<file path="src/rtl/cfg_stream_pkg.sv">
package cfg_stream_pkg;

  typedef struct packed {
    logic clear;
    logic advance;
  } strobe_t;

  function automatic logic pattern_bit(input int unsigned a);
    int unsigned p;
    p = a * 5;
    return p[1] ^ a[3];
  endfunction

endpackage

</file>
<file path="src/rtl/cfg_stream_dpath.sv">
module cfg_stream_dpath
  import cfg_stream_pkg::*;
#(
  parameter int DEPTH = 64,
  localparam int AW = (DEPTH > 2) ? $clog2(DEPTH) : 1
) (
  input  logic    clk,
  input  strobe_t strb,
  output logic    bitVal,
  output logic    atLast
);

  logic [DEPTH-1:0] memBits;
  logic [AW-1:0]    addr;

  for (genvar i = 0; i < DEPTH; i++) begin : g_fill
    assign memBits[i] = pattern_bit(i);
  end

  always_ff @(posedge clk) begin
    if (strb.clear)        addr <= '0;
    else if (strb.advance) addr <= addr + AW'(1);
  end

  assign bitVal = memBits[addr];
  assign atLast = (addr == AW'(DEPTH - 1));

  p_step_r3: assert property (@(posedge clk) disable iff (strb.clear)
    strb.advance |=> addr == $past(addr) + AW'(1));

  p_hold_r7: assert property (@(posedge clk) disable iff (strb.clear)
    !strb.advance |=> $stable(addr));

  p_clear_r6: assert property (@(posedge clk)
    strb.clear |=> addr == '0);

  p_range_r4: assert property (@(posedge clk) disable iff (strb.clear)
    addr <= AW'(DEPTH - 1));

endmodule

</file>
<file path="src/rtl/cfg_stream_ctrl.sv">
module cfg_stream_ctrl
  import cfg_stream_pkg::*;
(
  input  logic    clk,
  input  logic    ceN,
  input  logic    rstOe,
  input  logic    rstPolHigh,
  input  logic    serEn,
  input  logic    atLast,
  output strobe_t strb,
  output logic    drive,
  output logic    ceoN
);

  logic rstAct;
  logic running;
  logic done;

  assign rstAct  = rstPolHigh ? rstOe : ~rstOe;
  assign running = ~ceN & serEn & ~rstAct;

  always_ff @(posedge clk) begin
    if (rstAct)                        done <= 1'b0;
    else if (running && atLast && !done) done <= 1'b1;
  end

  always_comb begin
    strb.clear   = rstAct;
    strb.advance = running & ~done & ~atLast;
  end

  assign drive = running & ~done;
  assign ceoN  = ~done;

  p_handoff_r4: assert property (@(posedge clk) disable iff (rstAct)
    (running && atLast && !done) |=> done);

  p_done_sticks_r4: assert property (@(posedge clk) disable iff (rstAct)
    done |=> done);

  p_ceo_back_r5: assert property (@(posedge clk)
    rstAct |=> ceoN);

  p_standby_quiet_r7: assert property (@(posedge clk)
    ceN |-> !drive);

  p_prog_quiet_r8: assert property (@(posedge clk)
    !serEn |-> !drive);

endmodule

</file>
<file path="src/rtl/cfg_stream_reader.sv">
module cfg_stream_reader
  import cfg_stream_pkg::*;
#(
  parameter int DEPTH = 64
) (
  input  logic clk,
  input  logic ceN,
  input  logic rstOe,
  input  logic rstPolHigh,
  input  logic serEn,
  output logic dataOut,
  output logic dataEn,
  output logic ceoN
);

  strobe_t strb;
  logic    atLast;
  logic    bitVal;
  logic    drive;

  cfg_stream_ctrl u_ctrl (
    .clk        (clk),
    .ceN        (ceN),
    .rstOe      (rstOe),
    .rstPolHigh (rstPolHigh),
    .serEn      (serEn),
    .atLast     (atLast),
    .strb       (strb),
    .drive      (drive),
    .ceoN       (ceoN)
  );

  cfg_stream_dpath #(.DEPTH(DEPTH)) u_dpath (
    .clk    (clk),
    .strb   (strb),
    .bitVal (bitVal),
    .atLast (atLast)
  );

  assign dataOut = bitVal;
  assign dataEn  = drive;

endmodule

</file>
<file path="config.mk">
export PLATFORM = sky130hd
export DESIGN_NAME = cfg_stream_reader
export DESIGN_NICKNAME = d
export VERILOG_FILES = /design/src/rtl/cfg_stream_pkg.sv /design/src/rtl/cfg_stream_dpath.sv /design/src/rtl/cfg_stream_ctrl.sv /design/src/rtl/cfg_stream_reader.sv
export SDC_FILE = /design/constraint.sdc
export NUM_CORES = 1
export LEC_CHECK = 0
export ABC_AREA = 0
export BUFFER_PORTS_ARGS = -buffer_cell sky130_fd_sc_hd__buf_2
export CAP_MARGIN = 5
export CORE_AREA = 2 2 39 41
export DETAILED_ROUTE_END_ITERATION = 7
export DIE_AREA = 0 0 41 43
export PLACE_DENSITY_LB_ADDON = 0.05
export SETUP_SLACK_MARGIN = 0.3
export SLEW_MARGIN = 40
export SYNTH_ARGS = -nofsm -noshare
export SYNTH_HDL_FRONTEND = slang
export SYNTH_HIERARCHICAL = 1
export SYNTH_SLANG_ARGS = --single-unit
</file>
<file path="constraint.sdc">
create_clock -name clk -period 3.1 [get_ports clk]
set_clock_uncertainty 0.05 [all_clocks]
set_input_delay 0.465 -clock clk [delete_from_list [all_inputs] [get_ports clk]]
set_output_delay 0.465 -clock clk [all_outputs]
set_load 0.02 [all_outputs]
</file>
==> results.sh <==
export IMPL_fmax_mhz=461
export IMPL_timing_setup_tns_ps=0
export IMPL_synth_seq_cells=8
export IMPL_fin_cells=64
export IMPL_ir_drop_mv=0.202
export IMPL_io_pins=8
export IMPL_internal_power_uw=158
export IMPL_cts_resized=0
export IMPL_avgViaCountPerCell=4.55
export IMPL_swShare_pct=22.5
export IMPL_path_delay_family="simple AND/OR/NAND/NOR gates"
export IMPL_clk_path_buf_depth=2
export IMPL_routed_wl_um=680
export IMPL_dieArea_sq_um=1760
export IMPL_critPathCaptureType="flip-flop"
export IMPL_insertedDiodeCount=0
export IMPL_drt_iter0_drc=7
export IMPL_first_pass_iters=4
export IMPL_clk_pin_slew_worst_paths_ps=50
export IMPL_overflow=0
export IMPL_critPathLaunchType="flip-flop"
export IMPL_netlist_area_sq_um=364
export IMPL_leakagePower_nw=0.189
export IMPL_drv_cap=0
export IMPL_p_total_uw=204
export IMPL_finish_utilization_pct=31.9
export IMPL_grt_pass1_wl_mm=1.07
export IMPL_period_share_pct=70.0
export IMPL_fp_dieH_um=43
export IMPL_path_buf_inv=0
export IMPL_grt_use_met1_pct=11.0
export IMPL_grt_busiest_layer="met2"
export IMPL_pwr_share_seq_pct=52.2
export IMPL_tightest_slew_ps=615
export IMPL_grtUsageTotal_pct=9.57
export IMPL_num_rows=14
export IMPL_worstPathCellList="ha_1, nand3_1, nor2_1, nor4_2, nand4_2, mux2_2, xor2_1"
export IMPL_synth_top_area_share_pct=44.0
export IMPL_seqCellArea_sq_um=160
export IMPL_area_delta_synth_final_pct=21.3
export IMPL_cp_arrival_ps=2250
export IMPL_post_cts_buffers=0
export IMPL_async_flop_share_pct=0
export IMPL_worst_setup_path_type="reg2reg"
export IMPL_powerDensity_nw_per_um2=461
export IMPL_hp_class="reg2reg"
export IMPL_ys_types=21
export IMPL_gp_congestion=0.677
export IMPL_ys_seq_area_share_pct=44.0
export IMPL_critPathMaxStageDelay_ps=570
export IMPL_route_detailed_drc=0
export IMPL_synth_fp_nets=44
export IMPL_start_util_pct=26.3
export IMPL_ys_warn_count=6
export IMPL_core_sq_um=1380
export IMPL_hold_viol=0
export IMPL_yosysMostFrequentCell="dfxtp_1"
export IMPL_power_frac_clock_pct=38.2
export IMPL_fin_hold_ws_ps=445
export IMPL_grt_pass1_vias=272
export IMPL_critPathSlowestCell="nor4_2"
export IMPL_portBuffers=7
export IMPL_cts_sinks=8
export IMPL_multi_input_area_sq_um=193
export IMPL_cp_max_fo=5
export IMPL_clock_latency_ps=250
export IMPL_hold_buffers=0
export IMPL_antenna_found_initial=0
export IMPL_combPwrFrac_pct=9.6
export IMPL_drtAntennaViolNets=0
export IMPL_met3_usage_pct=4.71
export IMPL_yosysTopAreaCell="dfxtp_1"
export IMPL_period_needed_ps=2170
export IMPL_synth_edf_count=0
export IMPL_use_met2_pct=12.5
export IMPL_wl_per_cell_um=10.6
export IMPL_netlist_top_cells_area="dfxtp_1, xor2_1, nor2_1"
export IMPL_grt_start_max_net_pins=11
export IMPL_required_ps=3180
export IMPL_cts_inserted_buffers=3
export IMPL_power_switching_uw=45.9
export IMPL_status="finished clean"
export IMPL_synth_common_cells="dfxtp_1, nor2_1, xor2_1"
export IMPL_rsz0062_at_grt="no"
export IMPL_cts_htree_levels=1
export IMPL_slew_limit_headroom_pct=58.7
export IMPL_dp_hpwl_um=533
export IMPL_tritoncts="built"
export IMPL_final_max_slew_viol_count=0
export IMPL_placedCellCount=61
export IMPL_setup_viol=0
export IMPL_layout_nets=56
export IMPL_ys_dominant_reg_cell="dfxtp_1"
export IMPL_die_w_um=41
export IMPL_drive_above_1_share_pct=31.3
export IMPL_dr_total_vias=291
export IMPL_fillers=138
export IMPL_syn_area_per_cell_sq_um=9.58
export IMPL_syn_inst=38
export IMPL_cts_root_buffer="clkbuf_4"
-- power groups by stage --
stage	sequential [mW]	combinational (mW)	clock, mW
floorplan	0.109	0.0132	0
global placement	0.109	0.0194	0
detailed placement	0.109	0.0199	0
CTS	0.106	0.0199	0.0816
global route	0.107	0.0218	0.0849
finish	0.106	0.0195	0.0778
-- path summary, 6_finish.rpt --
kind                                              startpoint                      endpoint  slack [ps]  cells past startpoint
worst max register to register  u_dpath/addr[0]$_SDFFE_PP0P_        u_dpath/bitVal$_DFF_P_         930                      7
worst max-delay path            u_dpath/addr[0]$_SDFFE_PP0P_        u_dpath/bitVal$_DFF_P_         930                      7
worst min register to register  u_dpath/addr[5]$_SDFFE_PP0P_  u_dpath/addr[5]$_SDFFE_PP0P_         450                      2
worst min-delay path            u_dpath/addr[5]$_SDFFE_PP0P_  u_dpath/addr[5]$_SDFFE_PP0P_         450                      2
-- worst reg2reg max path, stage by stage (launching register included) --
cell	delay, ps
dfxtp_1	340
ha_1	240
nand3_1	90
nor2_1	60
nor4_2	570
nand4_2	210
mux2_2	340
xor2_1	160
-- per-stage QoR --
step                area (sq um)  worst slack, ps
floorplan                    364             1160
detailed placement           419              829
CTS                          442              932
finish                       442              930
global placement             419              891
global route                 442              816
-- layer usage --
| layer | up-vias | share of wire, % |
|---|---|---|
| met5 | - | 0 |
| met4 | 0 | 2.4 |
| met3 | 2 | 4.3 |
| met2 | 3 | 50 |
| met1 | 136 | 44 |
| li1 | 150 | - |
-- registers in the layout, summed over array words and instances, names as in the netlist --
register	flops
u_dpath/addr	6
u_ctrl/done	1
u_dpath/bitVal	1
-- layout by cell type, fill, tap and decap left out, types with 2 or more instances in the layout --
cell type,instances
a21oi_1,2
buf_2,7
xor2_1,3
nand2_1,2
dfxtp_1,8
nor2_1,6
xnor2_1,2
clkbuf_4,3
-- kinds of logic after synthesis --
kind of cell / after synthesis / synth area share [%]
AND/OR/NAND/NOR: 17 / 27.5
flip-flops: 8 / 44.0
XOR/XNOR: 5 / 12.0
AO/OA/AOI/OAI: 3 / 4.12
buffers and inverters: 2 / 3.09
multiplexers: 2 / 5.84
adder cells (fa/ha/maj): 1 / 3.44
-- area by class of cell --
class	count	area share [%]
Clock buffer	3	5.10
Inverter	1	0.850
Multi-Input combinational cell	28	43.6
Sequential cell	8	36.3
Tap cell	16	4.53
Timing Repair Buffer	8	9.63
No activity file was read; power rests on OpenSTA's default activity.
